<file path="src/rtl/scan_pkg.sv">
// Shared definitions for the scanout address generator.
// Assumes: pixels are one byte wide.
package scan_pkg;
    localparam int PIX_W = 8;

    typedef enum logic [1:0] {
        SC_IDLE  = 2'd0,
        SC_RUN   = 2'd1,
        SC_DRAIN = 2'd2
    } scan_state_e;
endpackage

</file>
<file path="src/rtl/scan_pacer.sv">
// Byte pacer: counts cycles within a byte slot and the byte index within
// a line. Assumes clear and run are never high together.
module scan_pacer #(
    parameter int LINE_BYTES   = 160,
    parameter int CYC_PER_BYTE = 3,
    parameter int IDX_W        = 8,
    parameter int PACE_W       = 2
) (
    input  logic             clk,
    input  logic             rst_n,
    input  logic             clear,
    input  logic             run,
    output logic [IDX_W-1:0] idx,
    output logic             pace_zero,
    output logic             last_byte
);
    logic step;

    generate
        if (CYC_PER_BYTE > 1) begin : g_paced
            logic [PACE_W-1:0] pace_q;
            // Slot cycle counter, wraps every CYC_PER_BYTE cycles.
            always_ff @(posedge clk) begin
                if (!rst_n || clear)
                    pace_q <= '0;
                else if (run)
                    pace_q <= (pace_q == PACE_W'(CYC_PER_BYTE - 1)) ? '0 : pace_q + 1'b1;
            end
            assign step      = (pace_q == PACE_W'(CYC_PER_BYTE - 1));
            assign pace_zero = (pace_q == '0);
        end else begin : g_every
            assign step      = 1'b1;
            assign pace_zero = 1'b1;
        end
    endgenerate

    // Byte index within the current line.
    always_ff @(posedge clk) begin
        if (!rst_n || clear)
            idx <= '0;
        else if (run && step)
            idx <= idx + 1'b1;
    end

    assign last_byte = (idx == IDX_W'(LINE_BYTES - 1));
endmodule

</file>
<file path="src/rtl/scan_base.sv">
// Line base register: on an update strobe it either advances by one line,
// wrapping at the framebuffer size, or holds for a repeated line.
// Assumes FB_BYTES fits in ADDR_W bits.
module scan_base #(
    parameter int LINE_BYTES = 160,
    parameter int FB_BYTES   = 40960,
    parameter int ADDR_W     = 16
) (
    input  logic              clk,
    input  logic              rst_n,
    input  logic              update,
    input  logic              advance,
    output logic [ADDR_W-1:0] base
);
    logic [ADDR_W:0]   sum;
    logic [ADDR_W-1:0] next_base;

    // Candidate next base with wrap at the framebuffer end.
    always_comb begin
        sum = {1'b0, base} + (ADDR_W + 1)'(LINE_BYTES);
        if (sum >= (ADDR_W + 1)'(FB_BYTES))
            next_base = '0;
        else
            next_base = sum[ADDR_W-1:0];
    end

    // Base register, changed only on an advancing update.
    always_ff @(posedge clk) begin
        if (!rst_n)
            base <= '0;
        else if (update && advance)
            base <= next_base;
    end
endmodule

</file>
<file path="src/rtl/scan_seq.sv">
// Transfer sequencer: accepts a trigger only when idle, issues paced reads,
// then spends one drain cycle in which the completion pulse is shown.
// Assumes the memory returns data one cycle after a read.
module scan_seq (
    input  logic clk,
    input  logic rst_n,
    input  logic line_start,
    input  logic pace_zero,
    input  logic last_byte,
    output logic accept,
    output logic running,
    output logic rd,
    output logic valid_q,
    output logic done_q
);
    import scan_pkg::*;

    scan_state_e state_q;

    assign accept  = (state_q == SC_IDLE) && line_start;
    assign running = (state_q == SC_RUN);
    assign rd      = running && pace_zero;

    // State progression: idle -> run -> drain -> idle.
    always_ff @(posedge clk) begin
        if (!rst_n)
            state_q <= SC_IDLE;
        else begin
            case (state_q)
                SC_IDLE:  if (line_start) state_q <= SC_RUN;
                SC_RUN:   if (pace_zero && last_byte) state_q <= SC_DRAIN;
                SC_DRAIN: state_q <= SC_IDLE;
                default:  state_q <= SC_IDLE;
            endcase
        end
    end

    // Valid and completion strobes, aligned with the returned data.
    always_ff @(posedge clk) begin
        if (!rst_n) begin
            valid_q <= 1'b0;
            done_q  <= 1'b0;
        end else begin
            valid_q <= rd;
            done_q  <= rd && last_byte;
        end
    end
endmodule

</file>
<file path="src/rtl/scan_addr_gen.sv">
// Line-doubled scanout address generator top. Streams LINE_BYTES bytes per
// line-start from the current base; advances the base after lines whose
// following line number is even. Assumes a one-cycle synchronous memory.
module scan_addr_gen #(
    parameter int LINE_BYTES   = 160,
    parameter int FB_BYTES     = 40960,
    parameter int CYC_PER_BYTE = 3,
    parameter int LCNT_W       = 10,
    parameter int ADDR_W       = $clog2(FB_BYTES)
) (
    input  logic                       clk,
    input  logic                       rst_n,
    input  logic                       line_start,
    input  logic [LCNT_W-1:0]          line_count,
    output logic [ADDR_W-1:0]          mem_addr,
    output logic                       mem_rd,
    input  logic [scan_pkg::PIX_W-1:0] mem_rdata,
    output logic [scan_pkg::PIX_W-1:0] pix_data,
    output logic                       pix_valid,
    output logic                       block_done
);
    localparam int IDX_W  = (LINE_BYTES > 1) ? $clog2(LINE_BYTES) : 1;
    localparam int PACE_W = (CYC_PER_BYTE > 1) ? $clog2(CYC_PER_BYTE) : 1;

    logic [IDX_W-1:0]  idx;
    logic [ADDR_W-1:0] base_w;
    logic              pace_zero, last_byte, accept, running, next_even;

    assign next_even = ((line_count & LCNT_W'(1)) == '0);

    scan_pacer #(
        .LINE_BYTES(LINE_BYTES), .CYC_PER_BYTE(CYC_PER_BYTE),
        .IDX_W(IDX_W), .PACE_W(PACE_W)
    ) u_pacer (
        .clk(clk), .rst_n(rst_n), .clear(accept), .run(running),
        .idx(idx), .pace_zero(pace_zero), .last_byte(last_byte)
    );

    scan_seq u_seq (
        .clk(clk), .rst_n(rst_n), .line_start(line_start),
        .pace_zero(pace_zero), .last_byte(last_byte),
        .accept(accept), .running(running), .rd(mem_rd),
        .valid_q(pix_valid), .done_q(block_done)
    );

    scan_base #(
        .LINE_BYTES(LINE_BYTES), .FB_BYTES(FB_BYTES), .ADDR_W(ADDR_W)
    ) u_base (
        .clk(clk), .rst_n(rst_n), .update(block_done),
        .advance(next_even), .base(base_w)
    );

    assign mem_addr = base_w + ADDR_W'(idx);
    assign pix_data = mem_rdata;
endmodule

</file>
<file path="config.mk">
export PLATFORM = sky130hd
export DESIGN_NAME = scan_addr_gen
export DESIGN_NICKNAME = d
export VERILOG_FILES = /design/src/rtl/scan_pkg.sv /design/src/rtl/scan_pacer.sv /design/src/rtl/scan_base.sv /design/src/rtl/scan_seq.sv /design/src/rtl/scan_addr_gen.sv
export SDC_FILE = /design/constraint.sdc
export NUM_CORES = 1
export LEC_CHECK = 0
export ABC_AREA = 1
export CAP_MARGIN = 30
export CORE_AREA = 2 2 67 69
export CTS_CLUSTER_SIZE = 30
export DETAILED_ROUTE_END_ITERATION = 10
export DIE_AREA = 0 0 69 71
export PLACE_DENSITY = 0.81
export SYNTH_ARGS = -nofsm -noshare
export SYNTH_HDL_FRONTEND = slang
export SYNTH_HIERARCHICAL = 1
export SYNTH_SLANG_ARGS = --single-unit
export TNS_END_PERCENT = 10
</file>
<file path="constraint.sdc">
create_clock -name clk -period 1.85 [get_ports clk]
set_input_delay 0.2775 -clock clk [delete_from_list [all_inputs] [get_ports clk]]
set_output_delay 0.2775 -clock clk [all_outputs]
set_load 0.01 [all_outputs]
</file>
==> impl_metrics.tcl <==
set metrics [dict create \
    drc 0 \
    rsz0062_at_grt "yes" \
    final_nets 388 \
    cp_cell_sequence "ha_4 -> nand2_4 -> nand2_4 -> a21oi_4 -> nand2_2 -> buf_6 -> nand2_4 -> nand2_1 -> nand2_1 -> nand2_1 -> buf_2" \
    diodes 0 \
    cp.arrival_ns 1.72 \
    synth.distinct_cells 31 \
    critPathBufInv 2 \
    worst-setup-path-type "reg2out" \
    ys.flop_type "dfxtp_1" \
    grt_pass1_wl_mm 7.90 \
    fin_ws_ns -0.147 \
    rows 24 \
    synth-seq-cells 25 \
    p_leak_nw 1.29 \
    placement.cell_area_um2 2370 \
    overflow 0 \
    grt_pass1_vias 1916 \
    endpoint_kind "primary output" \
    post-route-util_pct 60.5 \
    hold_violations 0 \
    holdBufCountCts 0 \
    fin_skew_ns 0.00555 \
    wl_met3_um 148 \
    numCtsBuffers 3 \
    path_clk_slew_ns 0.09 \
    yosysTopAreaCell "dfxtp_1" \
    final_area_um2 2540 \
    dieArea_um2 4900 \
    port_buffers 22 \
    drtPass1Iterations 4 \
    post_drt_wl_per_cell_um 11.1 \
    post-route-min-period_ns 2.00 \
    period_share_pct 108 \
    ioPinCount 48 \
    finalSetupViolCount 6 \
    fillers 390 \
    drive_gt1_share_pct 27.9 \
    comb_power_share_pct 9.5 \
    power_density_nw_per_um2 379 \
    synthTopCellsByArea "dfxtp_1 (25%), nand2_1 (18%), nor2_1 (6.9%), ha_1 (6.2%), inv_1 (5.9%)" \
    critPathTopFamily "simple AND/OR/NAND/NOR gates" \
    clock_sinks 25 \
    grt_max_degree 15 \
    yosys_warnings 6 \
    core_area_um2 4200 \
    grt.total_usage_pct 19.3 \
    power_uw 963 \
    power.internal_uw 733 \
    drt-met1-wl_mm 2.02 \
    max_stage_delay_ns 0.36 \
    syn_area_um2 2030 \
    dp.cells 401 \
    areaGrowthSynthToFinish_pct 25.4 \
    ys_top_cells_by_count "nand2_1 (98), nor2_1 (37), inv_1 (32)" \
    crit_slowest_cell "dfxtp_4" \
    wl_mm 4.53 \
    dr.first_iter.drc_count 130 \
    die_h_um 71 \
    violations "setup timing" \
    worstHoldPathType "reg2reg" \
    num_vias 2000 \
    met2WireLength_mm 2.21 \
    antenna_found_initial 0 \
    drt-vias-per-instance 4.91 \
    cts_htree_levels 1 \
    hpwl_mm 3.18 \
    clock_path_buffers 2 \
    status "finished with violations" \
    p_sw_uw 230 \
    start_util_pct 48.2 \
    syn_area_per_cell_um2 6.39 \
    ir_worst_vdd_v 0.000299 \
    swShare_pct 23.9 \
    fmax_ghz 0.501 \
    fin_cells 407 \
    path_max_fanout 3 \
    routed.top_layer "met4" \
    start_kind "register" \
    ant_nets 0 \
    cap_violations 0 \
    tritoncts "built" \
    cts_root_buffer "clkbuf_8" \
    required_ns 1.57 \
    async_flop_share_pct 0 \
    yosysTopAreaCellShare_pct 24.7 \
    clk-insertion-delay-late_ns 0.27 \
    drv_slew 0 \
    synth.most_common_cell "nand2_1" \
    globalplace.congestion 0.825 \
    fp.dieW_um 69 \
    seq_power_share_pct 56.6 \
    power_frac_clock_pct 33.9 \
    syn_inst 317 \
    ys_seq_area_share_pct 24.7 \
    synth_edf_count 0 \
]
## tightest hold or removal path, cell delays in order (launching register included)
cell	delay (ns)
dfxtp_1	0.35
nand3_2	0.10
nor2_1	0.04
## cell families after synthesis
kind of cell / count (synthesis) / synth area share (%)
AO/OA/AOI/OAI: 16 / 4.32
XOR/XNOR: 15 / 6.48
adder cells (fa/ha/maj): 11 / 7.16
buffers and inverters: 54 / 12.8
flip-flops: 25 / 24.7
multiplexers: 1 / 0.494
other: 1 / 0.185
AND/OR/NAND/NOR: 194 / 43.9
## cell usage in the layout, fill, tap and decap left out, drive strengths merged
cell / count
dlymetal6s2s: 2
inv: 40
xor2: 13
fa: 1
nand2: 106
clkbuf: 4
o21ai: 5
and2: 1
conb: 5
buf: 30
nor3: 4
mux2i: 1
nand4: 2
nand3b: 3
or2: 2
nor4: 1
a21boi: 1
nor2: 52
dfxtp: 25
nand3: 23
clkinv: 1
a21o: 2
ha: 10
a21oi: 8
dlygate4sd2: 4
xnor2: 2
clkdlybuf4s50: 7
## state kept, by name, indices dropped and copies added (netlist names)
name                    count
u_seq/done_q                1
u_pacer/g_paced.pace_q      2
u_seq/valid_q               1
u_seq/state_q               2
u_base/base                11
u_pacer/idx                 8
## per-layer routing
layer,vias to the layer above,global-route usage (%)
met3,16,1.85
li1,1039,-
met1,908,23.5
met4,0,8.50
met2,37,34.5
met5,-,0
## layout make-up
cell class	count	area, µm²	share of cell area, %
clock inverters	1	5.00	0.197
clock buffers	3	41.3	1.62
repair buffers	44	344	13.5
multi-input cells	242	1420	55.7
well taps	52	65.1	2.56
flip-flops and latches	25	520	20.5
inverters	40	150	5.91
## final timing paths
check,start,endpoint,slack (ns),cells past startpoint
worst max-delay path,u_base/base[6],mem_addr[15],-0.15,11
worst max register to register,u_base/base[5],u_base/base[5],0.13,14
worst min register to register,u_seq/state_q[0],u_seq/valid_q,0.52,2
worst min-delay path,u_seq/state_q[0],u_seq/valid_q,0.52,2
## through the flow
stage | setup WS (ns) | setup TNS (ns) | hold slack (ns)
final | -0.147 | -0.437 | 0.521
after global routing | -0.207 | -1.18 | 0.544
after CTS | -0.231 | -0.693 | 0.527
after detailed placement | -0.248 | -1.77 | 0.507
after global placement | -0.183 | -1.30 | 0.496
after floorplan | 0.302 | 0 | 0.418
## power groups by stage
stage / logic [mW] / clock network (mW) / registers, mW
global placement: 0.0887 / 0 / 0.561
detailed placement: 0.0904 / 0 / 0.562
floorplan: 0.0805 / 0 / 0.561
finish: 0.0918 / 0.326 / 0.545
global route: 0.104 / 0.367 / 0.546
CTS: 0.0917 / 0.337 / 0.549
## timing repair
action                     CTS  global route
setup endpoints to repair   15            24
gates resized for setup     48            32
buffers inserted             1             1
pin swaps                    4             9
Note: power is estimated with default switching activity, not from simulation.
